**config.mk**
```make
export PLATFORM = sky130hd
export DESIGN_NAME = reorder_retire_buf
export DESIGN_NICKNAME = d
export VERILOG_FILES = /design/src/rtl/rob_pkg.sv /design/src/rtl/rob_entry_array.sv /design/src/rtl/rob_dispatch.sv /design/src/rtl/rob_retire_sel.sv /design/src/rtl/reorder_retire_buf.sv
export SDC_FILE = /design/constraint.sdc
export NUM_CORES = 1
export LEC_CHECK = 0
export ABC_AREA = 1
export BUFFER_PORTS_ARGS = -buffer_cell sky130_fd_sc_hd__buf_2
export CAP_MARGIN = 20
export CORE_UTILIZATION = 40
export CTS_CLUSTER_DIAMETER = 150
export DETAILED_ROUTE_END_ITERATION = 7
export HOLD_SLACK_MARGIN = 0.12
export PLACE_DENSITY_LB_ADDON = 0.2
export SLEW_MARGIN = 10
export SYNTH_ARGS = -nofsm -noshare
export SYNTH_HDL_FRONTEND = slang
export SYNTH_SLANG_ARGS = --single-unit
export TNS_END_PERCENT = 10
```
**constraint.sdc**
```tcl
create_clock -name clk -period 8.45 [get_ports clk]
set_input_delay 1.2675 -clock clk [delete_from_list [all_inputs] [get_ports clk]]
set_output_delay 1.2675 -clock clk [all_outputs]
set_load 0.02 [all_outputs]
```
**src/rtl/rob_pkg.sv**
```systemverilog
package rob_pkg;

  typedef enum logic [1:0] {
    FL_NONE    = 2'd0,
    FL_MISPRED = 2'd1,
    FL_EXCEPT  = 2'd2
  } flush_kind_e;

  // distance of a tag from a base pointer around a ring of the given depth
  function automatic int unsigned ring_age(int unsigned tag, int unsigned base,
                                           int unsigned depth);
    return (tag + depth - base) % depth;
  endfunction

  // pointer advanced by a step around the ring
  function automatic int unsigned ring_add(int unsigned ptr, int unsigned step,
                                           int unsigned depth);
    return (ptr + step) % depth;
  endfunction

endpackage

```
**src/rtl/rob_entry_array.sv**
```systemverilog
module rob_entry_array #(
  parameter int DEPTH = 16,
  parameter int TAG_W = 4
) (
  input  logic             clk,
  input  logic             rst_n,
  input  logic [DEPTH-1:0] alloc_mask,
  input  logic [DEPTH-1:0] retire_mask,
  input  logic [DEPTH-1:0] kill_mask,
  input  logic             fin_set,
  input  logic [TAG_W-1:0] fin_tag,
  input  logic             fin_exc,
  output logic [DEPTH-1:0] valid_o,
  output logic [DEPTH-1:0] done_o,
  output logic [DEPTH-1:0] exc_o
);

  for (genvar i = 0; i < DEPTH; i++) begin : g_entry
    logic fin_hit;
    assign fin_hit = fin_set && (32'(fin_tag) == i);

    always_ff @(posedge clk or negedge rst_n) begin
      if (!rst_n) begin
        valid_o[i] <= 1'b0;
        done_o[i]  <= 1'b0;
        exc_o[i]   <= 1'b0;
      end else if (kill_mask[i] || retire_mask[i]) begin
        valid_o[i] <= 1'b0;
        done_o[i]  <= 1'b0;
        exc_o[i]   <= 1'b0;
      end else if (alloc_mask[i]) begin
        valid_o[i] <= 1'b1;
        done_o[i]  <= 1'b0;
        exc_o[i]   <= 1'b0;
      end else if (fin_hit && valid_o[i]) begin
        done_o[i]  <= 1'b1;
        exc_o[i]   <= fin_exc;
      end
    end

    AST_ALLOC_FREE: assert property (@(posedge clk) disable iff (!rst_n)
      alloc_mask[i] |-> !valid_o[i]);
    AST_RETIRE_LIVE: assert property (@(posedge clk) disable iff (!rst_n)
      retire_mask[i] |-> (valid_o[i] && done_o[i]));
  end

endmodule

```
**src/rtl/rob_dispatch.sv**
```systemverilog
module rob_dispatch #(
  parameter int DEPTH = 16,
  parameter int WIDTH = 4,
  parameter int TAG_W = 4,
  parameter int CNT_W = 5,
  parameter int REQ_W = 3
) (
  input  logic               clk,
  input  logic               rst_n,
  input  logic [TAG_W-1:0]   tail,
  input  logic [CNT_W-1:0]   occ,
  input  logic [REQ_W-1:0]   req_cnt,
  input  logic               block,
  output logic               grant,
  output logic [WIDTH*TAG_W-1:0] tags,
  output logic [DEPTH-1:0]   alloc_mask,
  output logic [REQ_W-1:0]   alloc_n
);
  import rob_pkg::*;

  logic [CNT_W-1:0] free_n;
  assign free_n = CNT_W'(DEPTH) - occ;
  assign grant  = !block && (32'(req_cnt) <= WIDTH) && (CNT_W'(req_cnt) <= free_n);
  assign alloc_n = grant ? req_cnt : '0;

  for (genvar k = 0; k < WIDTH; k++) begin : g_tag
    assign tags[k*TAG_W +: TAG_W] = TAG_W'(ring_add(32'(tail), k, DEPTH));
  end

  always_comb begin
    alloc_mask = '0;
    for (int k = 0; k < WIDTH; k++) begin
      if (grant && (k < 32'(req_cnt)))
        alloc_mask[ring_add(32'(tail), k, DEPTH)] = 1'b1;
    end
  end

  AST_GRANT_FITS: assert property (@(posedge clk) disable iff (!rst_n)
    (grant && (alloc_n != '0)) |-> (32'(occ) + 32'(alloc_n) <= DEPTH));

endmodule

```
**src/rtl/rob_retire_sel.sv**
```systemverilog
module rob_retire_sel #(
  parameter int DEPTH = 16,
  parameter int WIDTH = 4,
  parameter int TAG_W = 4,
  parameter int REQ_W = 3
) (
  input  logic [TAG_W-1:0]       head,
  input  logic [DEPTH-1:0]       valid,
  input  logic [DEPTH-1:0]       done,
  input  logic [DEPTH-1:0]       exc,
  output logic [REQ_W-1:0]       ret_n,
  output logic [WIDTH*TAG_W-1:0] ret_tags,
  output logic [DEPTH-1:0]       retire_mask,
  output logic                   exc_at_head
);
  import rob_pkg::*;

  assign exc_at_head = valid[head] && done[head] && exc[head];

  always_comb begin
    logic go;
    int   n;
    go = 1'b1;
    n  = 0;
    retire_mask = '0;
    ret_tags    = '0;
    for (int k = 0; k < WIDTH; k++) begin
      int unsigned idx;
      idx = ring_add(32'(head), k, DEPTH);
      ret_tags[k*TAG_W +: TAG_W] = TAG_W'(idx);
      if (go && valid[idx] && done[idx] && !exc[idx]) begin
        retire_mask[idx] = 1'b1;
        n = n + 1;
      end else begin
        go = 1'b0;
      end
    end
    ret_n = REQ_W'(n);
  end

endmodule

```
**src/rtl/reorder_retire_buf.sv**
```systemverilog
module reorder_retire_buf #(
  parameter int DEPTH = 16,
  parameter int WIDTH = 4,
  localparam int TAG_W = $clog2(DEPTH),
  localparam int CNT_W = $clog2(DEPTH + 1),
  localparam int REQ_W = $clog2(WIDTH + 1)
) (
  input  logic                   clk,
  input  logic                   rst_n,
  input  logic [REQ_W-1:0]       disp_cnt,
  output logic                   disp_ok,
  output logic [WIDTH*TAG_W-1:0] disp_tags,
  input  logic                   fin_valid,
  input  logic [TAG_W-1:0]       fin_tag,
  input  logic                   fin_exc,
  input  logic                   fin_mispred,
  output logic [REQ_W-1:0]       ret_cnt,
  output logic [WIDTH*TAG_W-1:0] ret_tags,
  output logic                   flush_valid,
  output logic                   flush_exc,
  output logic [TAG_W-1:0]       flush_tag
);
  import rob_pkg::*;

  logic [TAG_W-1:0] head_q, tail_q;
  logic [CNT_W-1:0] occ_q;

  logic [DEPTH-1:0] valid_v, done_v, exc_v;
  logic [DEPTH-1:0] alloc_mask, retire_mask, kill_mask;
  logic [REQ_W-1:0] alloc_n, ret_n;
  logic             exc_at_head;

  // named events for assertions
  logic        fin_hit, exc_flush, mis_flush;
  flush_kind_e fkind;
  int unsigned br_age;

  assign fin_hit   = fin_valid && valid_v[fin_tag];
  assign exc_flush = exc_at_head;
  assign mis_flush = fin_hit && fin_mispred && !exc_flush;
  assign br_age    = ring_age(32'(fin_tag), 32'(head_q), DEPTH);

  always_comb begin
    if (exc_flush)      fkind = FL_EXCEPT;
    else if (mis_flush) fkind = FL_MISPRED;
    else                fkind = FL_NONE;
  end

  assign flush_valid = (fkind != FL_NONE);
  assign flush_exc   = (fkind == FL_EXCEPT);
  assign flush_tag   = (fkind == FL_EXCEPT) ? head_q
                     : TAG_W'(ring_add(32'(fin_tag), 1, DEPTH));

  always_comb begin
    kill_mask = '0;
    if (exc_flush) begin
      kill_mask = '1;
    end else if (mis_flush) begin
      for (int i = 0; i < DEPTH; i++)
        if (ring_age(i, 32'(head_q), DEPTH) > br_age) kill_mask[i] = 1'b1;
    end
  end

  rob_dispatch #(.DEPTH(DEPTH), .WIDTH(WIDTH), .TAG_W(TAG_W), .CNT_W(CNT_W),
                 .REQ_W(REQ_W)) u_disp (
    .clk       (clk),
    .rst_n     (rst_n),
    .tail      (tail_q),
    .occ       (occ_q),
    .req_cnt   (disp_cnt),
    .block     (flush_valid),
    .grant     (disp_ok),
    .tags      (disp_tags),
    .alloc_mask(alloc_mask),
    .alloc_n   (alloc_n)
  );

  rob_retire_sel #(.DEPTH(DEPTH), .WIDTH(WIDTH), .TAG_W(TAG_W),
                   .REQ_W(REQ_W)) u_sel (
    .head       (head_q),
    .valid      (valid_v),
    .done       (done_v),
    .exc        (exc_v),
    .ret_n      (ret_n),
    .ret_tags   (ret_tags),
    .retire_mask(retire_mask),
    .exc_at_head(exc_at_head)
  );

  rob_entry_array #(.DEPTH(DEPTH), .TAG_W(TAG_W)) u_arr (
    .clk        (clk),
    .rst_n      (rst_n),
    .alloc_mask (alloc_mask),
    .retire_mask(retire_mask),
    .kill_mask  (kill_mask),
    .fin_set    (fin_hit),
    .fin_tag    (fin_tag),
    .fin_exc    (fin_exc),
    .valid_o    (valid_v),
    .done_o     (done_v),
    .exc_o      (exc_v)
  );

  assign ret_cnt = ret_n;

  always_ff @(posedge clk or negedge rst_n) begin
    if (!rst_n) begin
      head_q <= '0;
      tail_q <= '0;
      occ_q  <= '0;
    end else if (exc_flush) begin
      tail_q <= head_q;
      occ_q  <= '0;
    end else if (mis_flush) begin
      head_q <= TAG_W'(ring_add(32'(head_q), 32'(ret_n), DEPTH));
      tail_q <= TAG_W'(ring_add(32'(fin_tag), 1, DEPTH));
      occ_q  <= CNT_W'(br_age + 1 - 32'(ret_n));
    end else begin
      head_q <= TAG_W'(ring_add(32'(head_q), 32'(ret_n), DEPTH));
      tail_q <= TAG_W'(ring_add(32'(tail_q), 32'(alloc_n), DEPTH));
      occ_q  <= occ_q - CNT_W'(ret_n) + CNT_W'(alloc_n);
    end
  end

  AST_PTR_SYNC: assert property (@(posedge clk) disable iff (!rst_n)
    tail_q == TAG_W'(ring_add(32'(head_q), 32'(occ_q), DEPTH)));
  AST_OCC_BOUND: assert property (@(posedge clk) disable iff (!rst_n)
    32'(occ_q) <= DEPTH);
  AST_RET_LIMIT: assert property (@(posedge clk) disable iff (!rst_n)
    32'(ret_cnt) <= WIDTH);
  AST_RET_FROM_HEAD: assert property (@(posedge clk) disable iff (!rst_n)
    (ret_cnt != '0) |-> (ret_tags[TAG_W-1:0] == head_q));
  AST_EXC_NO_RET: assert property (@(posedge clk) disable iff (!rst_n)
    flush_exc |-> (ret_cnt == '0));
  AST_EXC_EMPTIES: assert property (@(posedge clk) disable iff (!rst_n)
    exc_flush |=> (occ_q == '0));
  AST_MIS_TAIL: assert property (@(posedge clk) disable iff (!rst_n)
    mis_flush |=> (tail_q == $past(flush_tag)));
  AST_FLUSH_NO_DISP: assert property (@(posedge clk) disable iff (!rst_n)
    flush_valid |-> !disp_ok);

endmodule

```
==> results.md, run 1 <==
| Parameter | Value | Unit |
| --- | --- | --- |
| Number of hold-slack violations in the final timing report | 0 | - |
| Number of buffer cells added on primary ports | 53 | - |
| TritonCTS clock tree | built | - |
| Setup Buffers After CTS | 0 | - |
| Count of yosys warnings during synthesis | 0 | - |
| Post-synthesis cell type with the largest combined area | sky130_fd_sc_hd__dfrtp_1 | - |
| Vias | 8713 | - |
| Number of flip-flops and latches in the synthesized netlist | 61 | - |
| Share of synthesized area occupied by flip-flops and latches | 18.7 | % |
| Max_cap viols | 0 | - |
| Placer's final routability congestion estimate | 0.983 | - |
| Global-route usage over all layers | 28.0 | % |
| Number of rows created at floorplan | 51 | - |
| Routed wirelength normalized by instance count | 17.2 | um |
| Number of endpoints failing setup at the final stage | 0 | - |
| Max Buffers Root-to-Sink | 2 | - |
| Top cells by area, synth | sky130_fd_sc_hd__dfrtp_1 (19%), sky130_fd_sc_hd__nand2_1 (15%), sky130_fd_sc_hd__ha_1 (12%) | - |
| Post-detailed-routing wire length | 28100 | um |
| Crit path launch | head_q[0] | - |
| Number of global-route vias before repair | 7739 | - |
| Setup repair after global routing missed its margin | no | - |
| Most instantiated library cell after synthesis | sky130_fd_sc_hd__nand2_1 | - |
| Detailed router's first-iteration violation count | 849 | - |
| Nets | 1468 | - |
| Number of distinct library cell variants in the gate-level netlist after synthesis | 41 | - |
| DIE AREA | 20900 | um^2 |
| Via count normalized by instance count | 5.32 | - |
| Worst rel slew slack | 42.3 | % |
| Syn Inst Count | 1338 | - |
| Synth async-reset ratio | 100 | % |
| Post-synth top flop | sky130_fd_sc_hd__dfrtp_1 | - |
| Critical R2R Launch | head_q[0] | - |
| Maximum number of pins on one net before global-route repair | 62 | - |
| CTS H-tree lvls | 3 | - |
| Master cell of the clock root buffer | sky130_fd_sc_hd__clkbuf_16 | - |
| Clock Sinks | 61 | - |
| Result of the run | finished clean | - |
| Time the worst path needs with I/O delays and setup | 6.21 | ns |
| Worst setup slack after layout | 2.24 | ns |
| Number of resized instances in the post-cts repair step | 0 | - |
| HPWL after detailed placement | 21900 | um |
| Worst setup slack before clock tree synthesis | 2.55 | ns |
| Final-report max-slew violation count | 0 | - |
| Hold-fix buffer count after cts | 0 | - |
| Pin slew with the least headroom to its limit | 0.866 | ns |
| Mean area per synthesized cell | 6.09 | um^2 |
| Clock-pin slew on the worst setup and hold paths | 0.06 | ns |
| Most numerous cell types in the synthesized netlist | sky130_fd_sc_hd__nand2_1 (319), sky130_fd_sc_hd__inv_1 (201), sky130_fd_sc_hd__nor2_1 (197) | - |
| Critical path startpoint category | flop | - |
| Worst min-delay path category | reg2reg | - |
| Chip Height | 145 | um |
| Total overflow reported by the global router | 0 | - |
| Data required time of the critical path | 7.18 | ns |
| Post-detailed-route count of antenna-violating nets | 0 | - |
| Share of post-route cells with drive strength above 1 | 8.60 | % |
| Hold Path Origin | head_q[2] | - |
| Max FO, Critical Path | 35 | - |
| Number of design rule violations left after detail routing | 0 | - |
| Synthesized Nets | 1439 | - |
| Die Wd | 145 | um |
| I/O pin total | 54 | - |
| Router iterations before antenna repair | 6 | - |
| Critical path capture point type | primary output | - |
| CP Data Arrival Time | 4.94 | ns |
| Area of the mapped netlist | 8150 | um^2 |
| Initial antenna violation count | 0 | - |
| Number of buffers inserted during clock tree synthesis | 9 | - |
| Share of the clock period used by the worst path | 73.5 | % |
| Core area | 19700 | um^2 |
| Crit Path Class | reg2out | - |
| Area added between synthesis and finish | 8.57 | % |
| Setup tns final | 0 | ns |
| Inserted Diodes | 0 | - |
| Area fraction of the dominant cell type after synthesis | 18.7 | % |
| Number of enable-type register cells in the synthesized netlist | 0 | - |
| Clock skew after layout | 0.0139 | ns |
| Max Fclk | 161 | MHz |
| Insertion delay to the later sink of the worst-skew pair | 0.35 | ns |
| Initial core utilization | 41.3 | % |
| Global-route wire length before repair | 43400 | um |
[cell type report]
type,count,area [um^2]
Clock buffer,15,268
Clock inverter,1,30.0
Fill cell,2070,10900
Inverter,210,788
Multi-Input combinational cell,1022,5560
Sequential cell,61,1530
Tap cell,265,332
Timing Repair Buffer,63,340
[cells in the final DEF, fill, tap and decap left out, drive strengths merged]
cell,count
a21o,3
nor2,211
o22ai,2
clkbuf,15
xor2,15
nor3,10
or2,1
a31oi,1
nand2,330
nand4,43
nand3b,5
dfrtp,61
o221ai,1
a21oi,35
o21bai,4
a21boi,2
bufinv,1
ha,81
o21ai,83
inv,208
o211ai,6
buf,63
mux2,1
xnor2,14
nand3,165
clkinv,2
fa,8
and2,1
[state kept, by name (all words and copies together), names as in the netlist]
register and flops:
occ_q 5, u_arr.valid_o 16, u_arr.done_o 16, u_arr.exc_o 16, tail_q 4, head_q 4
[kinds of logic (layout without fill, tap and decap cells)]
group / after synthesis / count (layout) / share of synthesized area [%]
DFF: 61 / 61 / 18.7
muxes: 1 / 1 / 0.138
and+or+nand+nor: 766 / 766 / 41.3
xor gates and xnor gates: 29 / 29 / 3.21
adders and majority gates: 89 / 89 / 14.4
buffers and inverters: 255 / 289 / 13.1
AOI/OAI and AO/OA: 137 / 137 / 9.10
[final timing paths]
check | slack (ns) | cells past startpoint | to
max | 2.24 | 18 | ret_cnt[1]
min | 0.51 | 2 | head_q[2]
max reg2reg | 2.45 | 24 | occ_q[4]
min reg2reg | 0.51 | 2 | head_q[2]
max in group asynchronous | 6.70 | 2 | head_q[0]
min in group asynchronous | 1.09 | 2 | u_arr.exc_o[1]
[layer usage]
layer / GRT usage (%) / share of wire (%)
met5: 0 / 0
met2: 43.9 / 44
met4: 9.97 / 2.8
met1: 37.8 / 45
met3: 5.79 / 8.4
[metrics by stage]
stage	hold slack, ns	instance area [um^2]	cells	utilization [%]
floorplan	0.539	8150	1338	-
global placement	0.498	8550	1621	43.4
detailed placement	0.498	8550	1621	43.4
CTS	0.513	8850	1637	44.9
global route	0.561	8850	1637	44.9
finish	0.508	8850	1637	44.9
[worst max-delay path, cell delays in order (launching register included)]
cell and delay (ns):
sky130_fd_sc_hd__dfrtp_2 0.85, sky130_fd_sc_hd__inv_2 0.46, sky130_fd_sc_hd__ha_1 0.58, sky130_fd_sc_hd__inv_1 0.27, sky130_fd_sc_hd__a21oi_1 0.18, sky130_fd_sc_hd__nand3_1 0.16, sky130_fd_sc_hd__a21oi_4 0.24, sky130_fd_sc_hd__ha_1 0.21
sky130_fd_sc_hd__nand2_1 0.07, sky130_fd_sc_hd__nor2_2 0.11, sky130_fd_sc_hd__nand2_2 0.15, sky130_fd_sc_hd__inv_1 0.16, sky130_fd_sc_hd__nand2_1 0.10, sky130_fd_sc_hd__inv_1 0.07, sky130_fd_sc_hd__nor2_1 0.04, sky130_fd_sc_hd__ha_1 0.26
sky130_fd_sc_hd__inv_1 0.03, sky130_fd_sc_hd__o21ai_1 0.35, sky130_fd_sc_hd__buf_2 0.25
Power of run 1 is not shown: default switching activity piles up to over one toggle a cycle in this logic, so the estimate is an artifact.
==> run 2, diff against run 1 <==
==> constraint.sdc (replaced) <==
create_clock -name clk -period 5.4 [get_ports clk]
set_input_delay 0.81 -clock clk [delete_from_list [all_inputs] [get_ports clk]]
set_output_delay 0.81 -clock clk [all_outputs]
set_load 0.02 [all_outputs]
==> results.md, run 2 (synthesis gave the netlist of run 1 again) <==
| Parameter | Value | Unit | Change |
| --- | --- | --- | --- |
| Chip Height | 145 | um | unchanged |
| Share of the clock period used by the worst path | 92.7 | % |  |
| Core area | 19700 | um^2 | unchanged |
| Global-route wire length before repair | 45200 | um | was 43400 um |
| Critical path startpoint category | flop | - | unchanged |
| CP Data Arrival Time | 5.27 | ns | was 4.94 ns |
| Area after DPL | 8690 | um^2 | was 8550 um^2 |
| CTS H-tree lvls | 3 | - | unchanged |
| Number of endpoints failing setup at the final stage | 0 | - | unchanged |
| Worst Hold End | u_arr.valid_o[13] | - | was head_q[2] |
| Hold Path Origin | u_arr.valid_o[13] | - | was head_q[2] |
| Worst setup slack before clock tree synthesis | 0.454 | ns | was 2.55 ns |
| Initial core utilization | 41.3 | % | unchanged |
| Router iterations before antenna repair | 7 | - | was 6 |
| Clock Sinks | 61 | - | unchanged |
| Number of resized instances in the post-cts repair step | 0 | - | unchanged |
| Number of global-route vias before repair | 8008 | - | was 7739 |
| Share of post-route cells with drive strength above 1 | 10.0 | % | was 8.60% |
| Number of design rule violations left after detail routing | 0 | - | unchanged |
| Delay of the slowest cell on the worst path | 0.52 | ns | was 0.85 ns |
| Placer's final routability congestion estimate | 1.03 | - | was 0.983 |
| DIE AREA | 20900 | um^2 | unchanged |
| Setup Buffers After CTS | 0 | - | unchanged |
| Critical Path Most Common Cell | sky130_fd_sc_hd__nand2_1 | - | was sky130_fd_sc_hd__inv_1 |
| HPWL after detailed placement | 22700 | um | was 21900 um |
| Cell type of the slowest stage on the worst timing path | sky130_fd_sc_hd__fa_1 | - | was sky130_fd_sc_hd__dfrtp_2 |
| Time the worst path needs with I/O delays and setup | 5.01 | ns |  |
| Total overflow reported by the global router | 0 | - | unchanged |
| Setup repair after global routing missed its margin | no | - | unchanged |
| Vias | 8750 | - | was 8713 |
| I/O pin total | 54 | - | unchanged |
| Post-detailed-route count of antenna-violating nets | 0 | - | unchanged |
| Hold-fix buffer count after cts | 0 | - | unchanged |
| Master cell of the clock root buffer | sky130_fd_sc_hd__clkbuf_16 | - | unchanged |
| Post-route cell area | 9020 | um^2 | was 8850 um^2 |
| Area added between synthesis and finish | 10.7 | % | was 8.57% |
| Setup tns final | 0 | ns | unchanged |
| Number of buffers inserted during clock tree synthesis | 9 | - | unchanged |
| Critical path capture point type | flop | - | was primary output |
| Clock-pin slew on the worst setup and hold paths | 0.06 | ns | about the same |
| Detailed router's first-iteration violation count | 714 | - | was 849 |
| Number of rows created at floorplan | 51 | - | unchanged |
| Worst R2R End | occ_q[4] | - | unchanged |
| Routed wirelength normalized by instance count | 17.4 | um | was 17.2 um |
| Worst min-delay path category | reg2reg | - | unchanged |
| Maximum number of pins on one net before global-route repair | 62 | - | unchanged |
| Max Buffers Root-to-Sink | 2 | - | unchanged |
| Post-detailed-routing wire length | 28800 | um | was 28100 um |
| Data required time of the critical path | 5.66 | ns | was 7.18 ns |
| Global-route usage over all layers | 28.9 | % | was 28.0% |
| Commonest cells after routing, fill and taps aside | sky130_fd_sc_hd__nand2_1 (319), sky130_fd_sc_hd__inv_1 (201), sky130_fd_sc_hd__nor2_1 (197) | - | unchanged |
| Result of the run | finished clean | - | unchanged |
| Max Fclk | 200 | MHz |  |
| Critical R2R Launch | head_q[0] | - | unchanged |
| Die Wd | 145 | um | unchanged |
| Pin slew with the least headroom to its limit | 1.02 | ns | was 0.866 ns |
| Max FO, Critical Path | 8 | - | was 35 |
| Number of buffer cells added on primary ports | 53 | - | unchanged |
| Worst setup slack after layout | 0.394 | ns | was 2.24 ns |
| FILL cells | 2104 | - | was 2070 |
| Nets | 1484 | - | was 1468 |
| Worst rel slew slack | 31.4 | % | was 42.3% |
| Final-report max-slew violation count | 0 | - | unchanged |
| Initial antenna violation count | 0 | - | unchanged |
| Reg2Reg Depth | 28 | - | was 24 |
| Via count normalized by instance count | 5.29 | - | was 5.32 |
| TritonCTS clock tree | built | - | unchanged |
| Number of hold-slack violations in the final timing report | 0 | - | unchanged |
| Top flop regs | u_arr.done_o: 16 flops, u_arr.exc_o: 16 flops, u_arr.valid_o: 16 flops | - | unchanged |
| Register-to-register setup slack | 0.39 | ns | was 2.45 ns |
| Inserted Diodes | 0 | - | unchanged |
| Crit Path Class | reg2reg | - | was reg2out |
| Clock skew after layout | 0.0129 | ns | was 0.0139 ns |
| Most frequent standard cell in the layout excluding fill and tap cells | sky130_fd_sc_hd__nand2_1 | - | unchanged |
| Count of cells along the worst hold path | 2 | - | unchanged |
| Max_cap viols | 0 | - | unchanged |
| Insertion delay to the later sink of the worst-skew pair | 0.35 | ns | about the same |
[run 2: cell count changes in the layout (fill, tap and decap cells not counted), sizes merged]
cell	previous run	this run
buf	63	79
bufinv	1	2
clkbuf	15	12
clkinv	2	4
[run 2: cell type report]
cell class | count | area (um^2) | share of cell area (%)
clock buffers | 12 | 256 | 2.84
clock inverters | 4 | 70.1 | 0.777
inverters | 210 | 788 | 8.74
repair buffers | 79 | 473 | 5.24
flip-flops and latches | 61 | 1530 | 16.9
well taps | 265 | 332 | 3.68
multi-input cells | 1022 | 5570 | 61.8
[run 2: layer usage]
metal / vias up / track usage (%) / part of all wire, %
met3: 27 / 5.10 / 7.6
met4: 0 / 7.37 / 1.9
li1: 4351 / - / -
met1: 4043 / 39.6 / 46
met5: - / 0 / 0
met2: 329 / 46.5 / 45
[run 2: how the worst max path moves through the flow]
stage               from        to  slack, ns
2_1_floorplan  head_q[1]  occ_q[4]       0.06
5_1_grt        head_q[0]  occ_q[4]      0.006
3_3_place_gp   head_q[0]  occ_q[4]       0.57
3_5_place_dp   head_q[0]  occ_q[4]       0.45
6_report       head_q[0]  occ_q[4]       0.39
4_1_cts        head_q[0]  occ_q[4]       0.43
[run 2: per-stage QoR]
step	hold WS, ns	cells	utilization, %
2_1_floorplan	0.514	1338	-
3_3_place_gp	0.570	1637	44.1
3_5_place_dp	0.569	1637	44.1
4_1_cts	0.577	1653	45.8
5_1_grt	0.610	1653	45.8
6_report	0.576	1653	45.8
[run 2: critical path: cells and delay by family (launching register included)]
family | cells | cell delay (ns)
simple gates | 14 | 1.40
xor+xnor | 1 | 0.12
buf+inv | 5 | 0.54
fa+ha+maj | 5 | 1.74
compound gates | 3 | 0.62
flops | 1 | 0.49
Power of run 2 is left out for the same reason.
